--- src/rtl/lldma_pkg.sv ---
package lldma_pkg;

    localparam int NUM_FIELDS = 6;
    localparam int WIDX_W     = 3;

    typedef enum logic [2:0] {
        ST_IDLE  = 3'd0,
        ST_LOAD  = 3'd1,
        ST_XFER  = 3'd2,
        ST_PAUSE = 3'd3,
        ST_DONE  = 3'd4
    } seq_state_e;

    // header word layout, low nibble
    typedef struct packed {
        logic       eol;
        logic       pause;
        logic [1:0] kind;
    } desc_hdr_t;

    function automatic logic [WIDX_W-1:0] payload_words(input logic [1:0] kind);
        case (kind)
            2'd1:    return 3'd6;
            2'd2:    return 3'd3;
            2'd3:    return 3'd2;
            default: return 3'd0;
        endcase
    endfunction

endpackage

--- src/rtl/lldma_fetch.sv ---
module lldma_fetch
    import lldma_pkg::*;
#(
    parameter int AW = 16,
    parameter int DW = 32
) (
    input  logic              clk,
    input  logic              rst,
    input  logic              go,
    input  logic [AW-1:0]     go_addr,
    output logic              req_valid,
    input  logic              req_ready,
    output logic [AW-1:0]     req_addr,
    input  logic              rsp_valid,
    input  logic [DW-1:0]     rsp_data,
    output logic              wr_en,
    output logic [WIDX_W-1:0] wr_idx,
    output logic [DW-1:0]     wr_data,
    output logic              load_done,
    output logic              hdr_pause,
    output logic              hdr_eol,
    output logic [AW-1:0]     next_ptr
);

    logic              busy_q, pend_q;
    logic [WIDX_W-1:0] widx_q, last_q;
    logic [AW-1:0]     base_q, next_q;
    desc_hdr_t         hdr_q;
    desc_hdr_t         hdr_in;
    logic              rsp_fire, is_last;

    assign hdr_in    = desc_hdr_t'(rsp_data[3:0]);
    assign rsp_fire  = busy_q && pend_q && rsp_valid;
    assign is_last   = (widx_q != '0) && (widx_q == last_q);
    assign req_valid = busy_q && !pend_q;
    assign req_addr  = base_q + AW'(widx_q);

    assign wr_en     = rsp_fire && (widx_q >= 3'd2);
    assign wr_idx    = widx_q - 3'd2;
    assign wr_data   = rsp_data;
    assign load_done = rsp_fire && is_last;
    assign hdr_pause = hdr_q.pause;
    assign hdr_eol   = hdr_q.eol;
    assign next_ptr  = next_q;

    always_ff @(posedge clk) begin
        if (rst) begin
            busy_q <= 1'b0;
            pend_q <= 1'b0;
            widx_q <= '0;
            last_q <= '1;
            base_q <= '0;
            next_q <= '0;
            hdr_q  <= '0;
        end else if (go) begin
            busy_q <= 1'b1;
            pend_q <= 1'b0;
            widx_q <= '0;
            last_q <= '1;
            base_q <= go_addr;
        end else if (busy_q) begin
            if (req_valid && req_ready) begin
                pend_q <= 1'b1;
            end
            if (rsp_fire) begin
                pend_q <= 1'b0;
                if (widx_q == 3'd0) begin
                    hdr_q  <= hdr_in;
                    last_q <= 3'd1 + payload_words(hdr_in.kind);
                end
                if (widx_q == 3'd1) begin
                    next_q <= rsp_data[AW-1:0];
                end
                if (is_last) begin
                    busy_q <= 1'b0;
                end else begin
                    widx_q <= widx_q + 3'd1;
                end
            end
        end
    end

endmodule

--- src/rtl/lldma_cfg_regs.sv ---
module lldma_cfg_regs
    import lldma_pkg::*;
#(
    parameter int DW = 32
) (
    input  logic                             clk,
    input  logic                             rst,
    input  logic                             prog_we,
    input  logic [WIDX_W-1:0]                prog_idx,
    input  logic [DW-1:0]                    prog_data,
    input  logic                             load_we,
    input  logic [WIDX_W-1:0]                load_idx,
    input  logic [DW-1:0]                    load_data,
    output logic [NUM_FIELDS-1:0][DW-1:0]    fields
);

    for (genvar f = 0; f < NUM_FIELDS; f++) begin : g_fld
        logic [DW-1:0] val_q;
        always_ff @(posedge clk) begin
            if (rst) begin
                val_q <= '0;
            end else if (load_we && (load_idx == WIDX_W'(f))) begin
                val_q <= load_data;
            end else if (prog_we && (prog_idx == WIDX_W'(f))) begin
                val_q <= prog_data;
            end
        end
        assign fields[f] = val_q;
    end

endmodule

--- src/rtl/lldma_ctrl.sv ---
module lldma_ctrl
    import lldma_pkg::*;
#(
    parameter int AW = 16
) (
    input  logic          clk,
    input  logic          rst,
    input  logic          start,
    input  logic          resume,
    input  logic          fast,
    input  logic          list_en,
    input  logic [AW-1:0] head,
    input  logic          irq_clr,
    input  logic          xfer_done,
    input  logic          load_done,
    input  logic          hdr_pause,
    input  logic          hdr_eol,
    input  logic [AW-1:0] next_ptr,
    output logic          fetch_go,
    output logic [AW-1:0] fetch_addr,
    output logic          xfer_start,
    output seq_state_e    state,
    output logic [AW-1:0] cur_desc,
    output logic          prog_ok,
    output logic          irq,
    output logic          irq_sticky
);

    seq_state_e    st_q, st_d;
    logic          list_q, have_q, xs_q, irq_q, sticky_q;
    logic [AW-1:0] head_q, cur_q;
    logic          enter_x, accept, finish;

    always_comb begin
        st_d       = st_q;
        fetch_go   = 1'b0;
        fetch_addr = head_q;
        enter_x    = 1'b0;
        accept     = 1'b0;
        case (st_q)
            ST_IDLE, ST_DONE: begin
                if (start) begin
                    accept = 1'b1;
                    if (list_en && fast) begin
                        st_d       = ST_LOAD;
                        fetch_go   = 1'b1;
                        fetch_addr = head;
                    end else begin
                        st_d    = ST_XFER;
                        enter_x = 1'b1;
                    end
                end
            end
            ST_LOAD: begin
                if (load_done) begin
                    if (hdr_pause) begin
                        st_d = ST_PAUSE;
                    end else begin
                        st_d    = ST_XFER;
                        enter_x = 1'b1;
                    end
                end
            end
            ST_PAUSE: begin
                if (resume) begin
                    st_d    = ST_XFER;
                    enter_x = 1'b1;
                end
            end
            ST_XFER: begin
                if (xfer_done) begin
                    if (list_q && !have_q) begin
                        st_d       = ST_LOAD;
                        fetch_go   = 1'b1;
                        fetch_addr = head_q;
                    end else if (list_q && !hdr_eol) begin
                        st_d       = ST_LOAD;
                        fetch_go   = 1'b1;
                        fetch_addr = next_ptr;
                    end else begin
                        st_d = ST_DONE;
                    end
                end
            end
            default: st_d = ST_IDLE;
        endcase
    end

    assign finish = (st_q == ST_XFER) && (st_d == ST_DONE);

    always_ff @(posedge clk) begin
        if (rst) begin
            st_q     <= ST_IDLE;
            list_q   <= 1'b0;
            have_q   <= 1'b0;
            xs_q     <= 1'b0;
            irq_q    <= 1'b0;
            sticky_q <= 1'b0;
            head_q   <= '0;
            cur_q    <= '0;
        end else begin
            st_q     <= st_d;
            xs_q     <= enter_x;
            irq_q    <= finish;
            sticky_q <= finish | (sticky_q & ~irq_clr);
            if (accept) begin
                list_q <= list_en;
                head_q <= head;
                have_q <= 1'b0;
            end
            if (load_done && (st_q == ST_LOAD)) begin
                have_q <= 1'b1;
            end
            if (fetch_go) begin
                cur_q <= fetch_addr;
            end
        end
    end

    assign xfer_start = xs_q;
    assign state      = st_q;
    assign cur_desc   = cur_q;
    assign prog_ok    = (st_q == ST_IDLE) || (st_q == ST_DONE);
    assign irq        = irq_q;
    assign irq_sticky = sticky_q;

endmodule

--- src/rtl/lldma_seq.sv ---
module lldma_seq
    import lldma_pkg::*;
#(
    parameter int AW = 16,
    parameter int DW = 32
) (
    input  logic          clk,
    input  logic          rst,
    input  logic          ctl_start,
    input  logic          ctl_resume,
    input  logic          ctl_fast,
    input  logic          ctl_list_en,
    input  logic [AW-1:0] ctl_head,
    input  logic          ctl_irq_clr,
    input  logic          prog_we,
    input  logic [2:0]    prog_idx,
    input  logic [DW-1:0] prog_data,
    output logic [2:0]    sts_state,
    output logic [AW-1:0] sts_cur_desc,
    output logic          sts_irq_sticky,
    output logic          rd_req_valid,
    input  logic          rd_req_ready,
    output logic [AW-1:0] rd_req_addr,
    input  logic          rd_rsp_valid,
    input  logic [DW-1:0] rd_rsp_data,
    output logic          xfer_start,
    input  logic          xfer_done,
    output logic [DW-1:0] cfg_src,
    output logic [DW-1:0] cfg_dst,
    output logic [DW-1:0] cfg_elem,
    output logic [DW-1:0] cfg_frame,
    output logic [DW-1:0] cfg_ctrl,
    output logic [DW-1:0] cfg_stride,
    output logic          irq
);

    logic                          fetch_go, load_done, hdr_pause, hdr_eol, prog_ok;
    logic [AW-1:0]                 fetch_addr, next_ptr;
    logic                          ld_we;
    logic [WIDX_W-1:0]             ld_idx;
    logic [DW-1:0]                 ld_data;
    logic [NUM_FIELDS-1:0][DW-1:0] fields;
    seq_state_e                    state;

    lldma_ctrl #(.AW(AW)) u_ctrl (
        .clk        (clk),
        .rst        (rst),
        .start      (ctl_start),
        .resume     (ctl_resume),
        .fast       (ctl_fast),
        .list_en    (ctl_list_en),
        .head       (ctl_head),
        .irq_clr    (ctl_irq_clr),
        .xfer_done  (xfer_done),
        .load_done  (load_done),
        .hdr_pause  (hdr_pause),
        .hdr_eol    (hdr_eol),
        .next_ptr   (next_ptr),
        .fetch_go   (fetch_go),
        .fetch_addr (fetch_addr),
        .xfer_start (xfer_start),
        .state      (state),
        .cur_desc   (sts_cur_desc),
        .prog_ok    (prog_ok),
        .irq        (irq),
        .irq_sticky (sts_irq_sticky)
    );

    lldma_fetch #(.AW(AW), .DW(DW)) u_fetch (
        .clk       (clk),
        .rst       (rst),
        .go        (fetch_go),
        .go_addr   (fetch_addr),
        .req_valid (rd_req_valid),
        .req_ready (rd_req_ready),
        .req_addr  (rd_req_addr),
        .rsp_valid (rd_rsp_valid),
        .rsp_data  (rd_rsp_data),
        .wr_en     (ld_we),
        .wr_idx    (ld_idx),
        .wr_data   (ld_data),
        .load_done (load_done),
        .hdr_pause (hdr_pause),
        .hdr_eol   (hdr_eol),
        .next_ptr  (next_ptr)
    );

    lldma_cfg_regs #(.DW(DW)) u_regs (
        .clk       (clk),
        .rst       (rst),
        .prog_we   (prog_we && prog_ok),
        .prog_idx  (prog_idx),
        .prog_data (prog_data),
        .load_we   (ld_we),
        .load_idx  (ld_idx),
        .load_data (ld_data),
        .fields    (fields)
    );

    assign sts_state  = state;
    assign cfg_src    = fields[0];
    assign cfg_dst    = fields[1];
    assign cfg_elem   = fields[2];
    assign cfg_frame  = fields[3];
    assign cfg_ctrl   = fields[4];
    assign cfg_stride = fields[5];

endmodule

--- config.mk ---
export PLATFORM = sky130hd
export DESIGN_NAME = lldma_seq
export DESIGN_NICKNAME = d
export VERILOG_FILES = /design/src/rtl/lldma_pkg.sv /design/src/rtl/lldma_fetch.sv /design/src/rtl/lldma_cfg_regs.sv /design/src/rtl/lldma_ctrl.sv /design/src/rtl/lldma_seq.sv
export SDC_FILE = /design/constraint.sdc
export NUM_CORES = 1
export LEC_CHECK = 0
export BUFFER_PORTS_ARGS = -buffer_cell sky130_fd_sc_hd__buf_2
export CAP_MARGIN = 0
export CORE_UTILIZATION = 40
export DETAILED_ROUTE_END_ITERATION = 10
export PLACE_DENSITY = 0.76
export REMOVE_ABC_BUFFERS = 1
export SLEW_MARGIN = 40
export SYNTH_ARGS = -nofsm -noshare
export SYNTH_HDL_FRONTEND = slang
export SYNTH_SLANG_ARGS = --single-unit
--- constraint.sdc ---
create_clock -name clk -period 2.1 [get_ports clk]
set_input_delay 0.42 -clock clk [delete_from_list [all_inputs] [get_ports clk]]
set_output_delay 0.42 -clock clk [all_outputs]
set_load 0.02 [all_outputs]
# Word-level counts from Yosys, hierarchy flattened
# Cells that the tools add are included.
[totals]
memories = 0
input_bits = 94
ramBits = 0
mem_bits_ro = 0
latchBits = 0
word_cells = 155
out_inout_bits = 231
reg_bits = 258
[op_classes]
bitwise_logic = 5
reduce_logical = 49
order_cmp = 1
div = 0
shift = 0
n_mux = 55
eq_ne = 20
n_mul = 0
add_sub_neg = 4
[op_table]
columns = ["cell", "n"]
rows = [
  ["32-bit 2-to-1 mux", 12],
  ["16-bit 2-to-1 mux", 5],
  ["3-bit 2-to-1 mux", 11],
  ["16-bit case mux with 2 select lines", 1],
  ["1-bit logical AND", 25],
  ["1-bit 2-to-1 mux", 21],
  ["3-bit by 2-bit == test with 1-bit output (second input constant)", 6],
  ["3-bit == test (second input constant)", 6],
  ["16-bit by 3-bit adder with 16-bit output", 1],
  ["2-bit nonzero test", 8],
  ["3-bit by 1-bit == test with 1-bit output (second input constant)", 4],
  ["3-bit zero test", 4],
  ["3-bit case mux with 4 select lines", 1],
  ["3-bit case mux with 3 select lines", 1],
  ["4-bit AND reduction", 2],
  ["3-bit AND reduction", 2],
  ["2-bit == test (second input constant)", 2],
  ["2-bit OR reduction", 2],
  ["1-bit by 3-bit adder with 3-bit output (first input constant)", 1],
  ["3-bit by 1-bit adder with 3-bit output (second input constant)", 1],
  ["3-bit == test", 1],
  ["3-bit by 2-bit >= comparator with 1-bit output (second input constant)", 1],
  ["1-bit zero test", 3],
  ["1-bit inverter", 3],
  ["10 further kinds", 10],
]

# Longest topological paths before layout
# Gate-level depths: netlist of the first run.
[depth]
ltp_word = 9
mapped_depth = 8
mapped_depth_nobuf = 7

# By module
# From an unflattened synthesis of the first run, not the netlist that was laid out.
[hier_totals]
hier_cells = 1559
hier_area_um2 = 12866.1
[by_module_without_submodules]
columns = ["module", "area_per_inst_um2", "cells_each", "n_inst", "seq_area_each_um2"]
rows = [
  ["lldma_cfg_regs", 8727.1, 1090, 1, 3843.7],
  ["lldma_fetch", 2245.9, 243, 1, 840.8],
  ["lldma_ctrl", 1886.8, 225, 1, 800.8],
  ["lldma_seq", 6.3, 1, 1, 0.0],
]

# Least setup slack after synthesis of the first run
# Ideal clock, no wire load.
[synth_path]
kind = "reg2out"
start = "reg u_ctrl.cur_desc[0] (netlist name)"
end = "out rd_req_addr[8]"
path_stages_with_launch = 8
arrival_time_ns = 2.002
n_path_buf = 0
t_required_ns = 1.680
setup_slack_ns = -0.322
cell_sequence = "dfxtp_1 -> ha_1 -> inv_1 -> fa_1 -> nor2b_1 -> o211a_1 -> nand4_1 -> xnor2_1"
[synth_rtl]
columns = ["item", "line_no", "rtl"]
rows = [
  ["to (decl)", "lldma_seq.sv:23", "output logic [AW-1:0] rd_req_addr,"],
]

# Worst setup path after layout of the first run
[layout_path]
start = "reg u_fetch.widx_q[0]"
end = "out rd_req_addr[8]"
[layout_via]
elab_chain_len = 1
[layout_lines]
columns = ["item", "line_no", "rtl"]
rows = [
  ["from (decl)", "lldma_fetch.sv:26", "logic [WIDX_W-1:0] widx_q, last_q;"],
  ["from (signal assigned)", "lldma_fetch.sv:77", "widx_q <= widx_q + 3'd1;"],
  ["16-bit by 3-bit adder with 16-bit output", "lldma_fetch.sv:36", "assign req_addr = base_q + AW'(widx_q);"],
]
# No other way between the ends.

==> reports/qor.yml, run 1 <==
pwr:
  p_total_w: 0.0121
  power_density_nw_per_um2: 780
  ir_drop_uv: 529
  p_leak_nw: 6.64
global_routing:
  grt_pass1_wl_um: 64200
  antenna_found_initial: 3
  grt-ovfl-total: 0
  grt_pass1_vias: 11300
  grt_max_degree: 163
  track_usage_pct: 27.6
yosys:
  synth-edff-count: 0
  synth.distinct_cells: 54
  yosysMostFrequentCell: "dfxtp_1"
  ys_ff_latch: 258
  syn-cell-area_um2: 11600
  yosysWarnings: 0
  ys_seq_area_share_pct: 44.7
  yosysTopAreaCell: "dfxtp_1"
  avgSynthCellArea_um2: 8.65
  synth_area_leaders: "dfxtp_1 (45%), a311oi_1 (9.8%), nand2_1 (7.9%)"
  synth_cells: 1336
  synth_ff_type: "dfxtp_1"
  ys_async_sr_fraction_pct: 0
  synth_commonest_cells: "dfxtp_1 (258), nand2_1 (243), nor2_1 (151)"
  synth.top_cell.area_share_pct: 44.7
timing:
  maxSlewViolCount: 0
  fin_ws_ps: -573
  max_freq_mhz: 374
  rsz0062_at_grt: "yes"
  hold_viol: 0
  relSlewSlack_pct: 51.6
  min_period_over_period_pct: 127
  worstMarginPinSlew_ps: 726
  finClkSkew_ps: 9.18
  setup_viol: 15
  min_period_ps: 2670
finish:
  multiInputGateArea_um2: 6170
  utilization_pct: 55.3
  fill_cells: 2494
  area_delta_synth_final_pct: 34.4
  regArea_um2: 5180
  nNetsFinal: 1754
  design_area_um2: 15500
  drive_gt1_share_pct: 30.8
worst_hold_path:
  hold_path_class: "primary input to flop"
critical_path:
  criticalPathCategory: "flop to output pin"
  required_ps: 1680
  arrival_ps: 2250
  path_max_fanout: 5
  endpoint_kind: "output pin"
  startpoint_type: "flop"
die:
  fp.dieArea_um2: 29600
  start_util_pct: 41.2
  placementRows: 61
  die_width_um: 172
  core_area_um2: 28100
  ios: 325
  die_y_um: 172
run_status:
  outcome: "finished with violations"
  failed_checks: "negative setup slack"
clock_tree:
  root_buffer: "clkbuf_16"
  cts_tree: "yes"
  ctsHoldBuffers: 0
  clock-sinks: 258
  cts_buffer_depth: 3
  clkTransAtPathRegs_ps: 60
  cts_buffers: 28
  insertion_delay_ps: 540
  htree_levels: 1
place:
  placed_area_um2: 14100
  place.gp.congestion: 0.864
  place_ws_ps: -189
  port_buffers: 324
  hpwl_um: 28400
detailed_routing:
  vias: 12000
  drt-total-wl_um: 42500
  ant_nets: 0
  drc: 0
  first_pass_iters: 6
  wire_per_inst_um: 20.7
  drtIter0Drc: 1058
  via_per_inst: 5.85
flow_run:
  max_cap_viol_count: 0
-- layout by cell type, fill, tap and decap left out, drive strengths merged, types with 10 or more instances in the layout --
master / instances
a211oi: 16
a21oi: 28
a221o: 32
a311oi: 129
a32oi: 16
and2: 34
buf: 399
clkbuf: 39
dfxtp: 258
ha: 10
inv: 12
mux2: 16
mux2i: 48
nand2: 243
nand2b: 36
nand3: 76
nor2: 151
o21ai: 10
o2bb2ai: 32
xnor2: 14
-- cell families after synthesis --
group	after synthesis	share of synthesized area (%)
AOI/OAI and AO/OA	285	20.5
buffers and inverters	128	4.41
muxes	64	5.71
adders and majority gates	11	1.26
and+or+nand+nor	573	22.2
DFF	258	44.7
xor gates and xnor gates	17	1.29
-- final timing paths --
kind | start | endpoint | slack, ps | depth (start not counted)
setup / recovery | u_fetch.widx_q[0]$_SDFFE_PP0P_ | rd_req_addr[8] | -570 | 8
setup reg to reg | u_fetch.widx_q[0]$_SDFFE_PP0P_ | u_ctrl.xfer_start$_SDFF_PP0_ | 110 | 7
hold / removal | ctl_head[14] | u_ctrl.head_q[14]$_SDFFE_PP0P_ | 140 | 3
hold reg to reg | u_ctrl.head_q[11]$_SDFFE_PP0P_ | u_ctrl.head_q[11]$_SDFFE_PP0P_ | 460 | 2
-- metrics by stage --
stage | hold slack (ps) | setup TNS [ps] | instances
floorplan | 427 | -299050 | 1220
global placement | 438 | -1990 | 1988
detailed placement | 447 | -1840 | 1989
CTS | 114 | -6270 | 2044
global route | 124 | -6870 | 2051
finish | 137 | -5630 | 2051
-- per-layer routing --
metal / vias up / track usage (%) / part of all wire, %
met3: 104 / 6.59 / 9.8
met2: 679 / 45.8 / 47
met5: - / 0 / 0.031
met4: 2 / 9.16 / 2.7
li1: 5463 / - / -
met1: 5742 / 35.1 / 40
-- power by group --
part | internal [W] | switching, W
Clock | 0.00365 | 0.00211
Sequential | 0.00502 | 0.0000881
Combinational | 0.000433 | 0.000803
Total | 0.00911 | 0.00300
-- state kept, by name, summed over array words and instances, names as in the netlist --
register	cells
u_fetch.last_q	3
u_ctrl.list_q	1
u_ctrl.irq_sticky	1
u_fetch.next_ptr	16
u_ctrl.irq	1
u_regs.g_fld.val_q	192
u_fetch.hdr_pause	1
u_fetch.widx_q	3
u_fetch.busy_q	1
u_ctrl.have_q	1
u_fetch.hdr_eol	1
u_ctrl.state	3
u_ctrl.head_q	16
u_fetch.pend_q	1
u_ctrl.xfer_start	1
u_ctrl.cur_desc	16
-- final cells by class --
type,instances,share of cell area [%]
sequential,258,33.3
clock inverter,13,1.57
antenna,2,0.0322
multi-input combinational,950,39.7
clock buffer,39,5.43
inverter,12,0.290
timing repair buffer,399,16.6
tap,378,3.05
-- critical path: stages, from the launching register on --
cell,delay [ps]
dfxtp_2,350
ha_4,140
inv_2,40
fa_2,390
nor2b_4,150
o211a_4,200
nand4_1,120
xnor2_1,170
buf_4,160
-- timing repair --
| action | CTS | global route |
|---|---|---|
| pin swaps | 13 | 12 |
| cloned | 0 | 0 |
| endpoints found under the setup margin | 47 | 60 |
| setup buffers | 3 | 5 |
| resized for setup | 31 | 27 |
| hold endpoints to repair | 0 | 0 |
Power figures use the tool's default switching activity.
==> inputs of run 2 (changes only) <==
- BUFFER_PORTS_ARGS: -buffer_cell sky130_fd_sc_hd__buf_2 -> unset
- DONT_BUFFER_PORTS: unset -> 1
- PLACE_DENSITY: 0.76 -> 0.66
==> reports/qor.yml, run 2 (same netlist as run 1, synthesis figures left out) <==
timing:
  maxSlewViolCount: 0  # unchanged
  setup_viol: 14  # was 15
  hold_viol: 45  # was 0
  max_freq_mhz: 369  # was 374 MHz
  rsz0062_at_grt: "yes"  # unchanged
  fin_ws_ps: -608  # was -573 ps
  min_period_over_period_pct: 129  # was 127%
  relSlewSlack_pct: 53.2  # was 51.6%
  finClkSkew_ps: 29.7  # was 9.18 ps
  worstMarginPinSlew_ps: 701  # was 726 ps
  finalSetupTns_ps: -5520  # was -5630 ps
  min_period_ps: 2710  # was 2670 ps
  holdWs_ps: -88.7  # was 137 ps
detailed_routing:
  via_per_inst: 6.16  # was 5.85
  drtIter0Drc: 997  # was 1058
  first_pass_iters: 5  # was 6
  vias: 11300  # was 12000
  drt-total-wl_um: 45500  # was 42500 um
  drc: 0  # unchanged
  wire_per_inst_um: 24.9  # was 20.7 um
  ant_nets: 0  # unchanged
critical_path:
  arrival_ps: 2290  # was 2250 ps
  startpoint_type: "flop"  # unchanged
  endpoint_kind: "output pin"  # unchanged
  criticalPathCategory: "flop to output pin"  # unchanged
  path_max_fanout: 5  # unchanged
  required_ps: 1680  # about the same
die:
  start_util_pct: 41.2  # unchanged
  die_y_um: 172  # unchanged
  ios: 325  # unchanged
  die_width_um: 172  # unchanged
  core_area_um2: 28100  # unchanged
  fp.dieArea_um2: 29600  # unchanged
  placementRows: 61  # unchanged
pwr:
  p_seq_share_pct: 44.1  # was 42.2%
  ir_drop_uv: 656  # was 529 uV
  power_density_nw_per_um2: 792  # was 780 nW/um2
  power_frac_clock_pct: 48.2  # was 47.6%
  p_int_w: 0.00897  # was 0.00911 W
  p_sw_share_pct: 24.2  # was 24.8%
  p_leak_nw: 5.49  # was 6.64 nW
  combinationalPowerShare_pct: 7.7  # was 10.2%
  switchingPower_w: 0.00287  # was 0.00300 W
worst_hold_path:
  hold_path_class: "primary input to flop"  # unchanged
place:
  placedCellCount: 1688  # was 1989
  port_buffers: 0  # was 324
  hpwl_um: 26800  # was 28400 um
  placed_area_um2: 12600  # was 14100 um2
  place.gp.congestion: 0.815  # was 0.864
finish:
  drive_gt1_share_pct: 16.4  # was 30.8%
  design_area_um2: 14900  # was 15500 um2
  num_antenna_cells: 0  # was 2
  nNetsFinal: 1536  # was 1754
  layout_common_cells: "dfxtp_1 (253), nand2_1 (241), nor2_1 (148)"  # was buf_2 (308), dfxtp_1 (250), nand2_1 (238)
  largest_reg_flops: 192  # unchanged
  final_common_cell: "dfxtp_1"  # was buf_2
  area_delta_synth_final_pct: 29.2  # was 34.4%
  final_cell_count_no_fill: 1829  # was 2051
  largest_register: "u_regs.g_fld.val_q"  # unchanged
  fill_cells: 2549  # was 2494
global_routing:
  grt-ovfl-total: 0  # unchanged
  antenna_found_initial: 0  # was 3
  grt_max_degree: 208  # was 163
  grt_pass1_wl_um: 63700  # was 64200 um
  track_usage_pct: 28.1  # was 27.6%
  grt_pass1_vias: 10700  # was 11300
clock_tree:
  insertion_delay_ps: 580  # was 540 ps
  cts_buffer_depth: 3  # unchanged
  clkTransAtPathRegs_ps: 60  # about the same
  clock-sinks: 258  # unchanged
  cts_buffers: 29  # was 28
  cts_tree: "yes"  # unchanged
  htree_levels: 1  # unchanged
  root_buffer: "clkbuf_16"  # unchanged
run_status:
  failed_checks: "negative hold slack, negative setup slack"  # was negative setup slack
  outcome: "finished with violations"  # unchanged
flow_run:
  max_cap_viol_count: 0  # unchanged
-- run 2: path summary, 6_finish.rpt --
check | depth (start not counted) | slack (ps) | start | end
worst max-delay path | 8 | -610 | u_ctrl.cur_desc[0]$_SDFFE_PP0P_ | rd_req_addr[8]
worst min-delay path | 1 | -90 | rst | u_regs.g_fld[2].val_q[22]$_SDFFE_PP0P_
worst max register to register | 10 | 40 | u_fetch.widx_q[0]$_SDFFE_PP0P_ | u_regs.g_fld[2].val_q[26]$_SDFFE_PP0P_
worst min register to register | 2 | 450 | u_ctrl.head_q[12]$_SDFFE_PP0P_ | u_ctrl.head_q[12]$_SDFFE_PP0P_
-- run 2: metal layers --
| metal | GRT usage (%) | vias to the layer above | part of all wire, % |
|---|---|---|---|
| li1 | - | 5029 | - |
| met1 | 34.0 | 5440 | 39 |
| met2 | 45.5 | 672 | 46 |
| met3 | 8.83 | 118 | 11 |
| met4 | 12.6 | 0 | 4.1 |
| met5 | 0 | - | 0 |
-- run 2: layout make-up --
cell class / instances / area, um2 / area share (%)
Clock buffer: 41 / 851 / 5.70
Clock inverter: 10 / 221 / 1.48
Inverter: 12 / 47.5 / 0.318
Multi-Input combinational cell: 950 / 6270 / 42.0
Sequential cell: 258 / 5170 / 34.6
Tap cell: 378 / 473 / 3.17
Timing Repair Buffer: 180 / 1900 / 12.7
-- run 2: what timing repair did --
item	in CTS	in global routing
setup buffers	5	12
hold buffers	64	6
cloned	0	7
pin swaps	20	26
endpoints found under the hold margin	228	126
resized for setup	24	41
endpoints found under the setup margin	90	111
-- run 2: critical path, cell delays in order (launching register included) --
cell,delay [ps]
dfxtp_2,350
ha_4,140
inv_2,30
fa_2,370
nor2b_2,140
o211a_1,260
nand4_1,130
xnor2_1,150
buf_4,160
-- run 2: per-stage QoR --
step | setup WS, ps | hold WS (ps) | utilization (%) | total power (W)
6_report | -608 | -88.7 | 53.2 | 0.0118
3_3_place_gp | -112 | 437 | 44.6 | 0.00602
4_1_cts | -621 | -94.1 | 51.4 | 0.0118
5_1_grt | -730 | -104 | 53.2 | 0.0122
3_5_place_dp | -117 | 443 | 44.9 | 0.00605
2_1_floorplan | -1620 | 427 | - | 0.00574
-- run 2: power groups by stage --
stage,sequential (W),clock [W],combinational (W)
after floorplan,0.00533,0,0.000414
after global placement,0.00532,0,0.000701
after detailed placement,0.00532,0,0.000727
after CTS,0.00522,0.00576,0.000866
after global routing,0.00523,0.00597,0.000970
final,0.00522,0.00571,0.000907
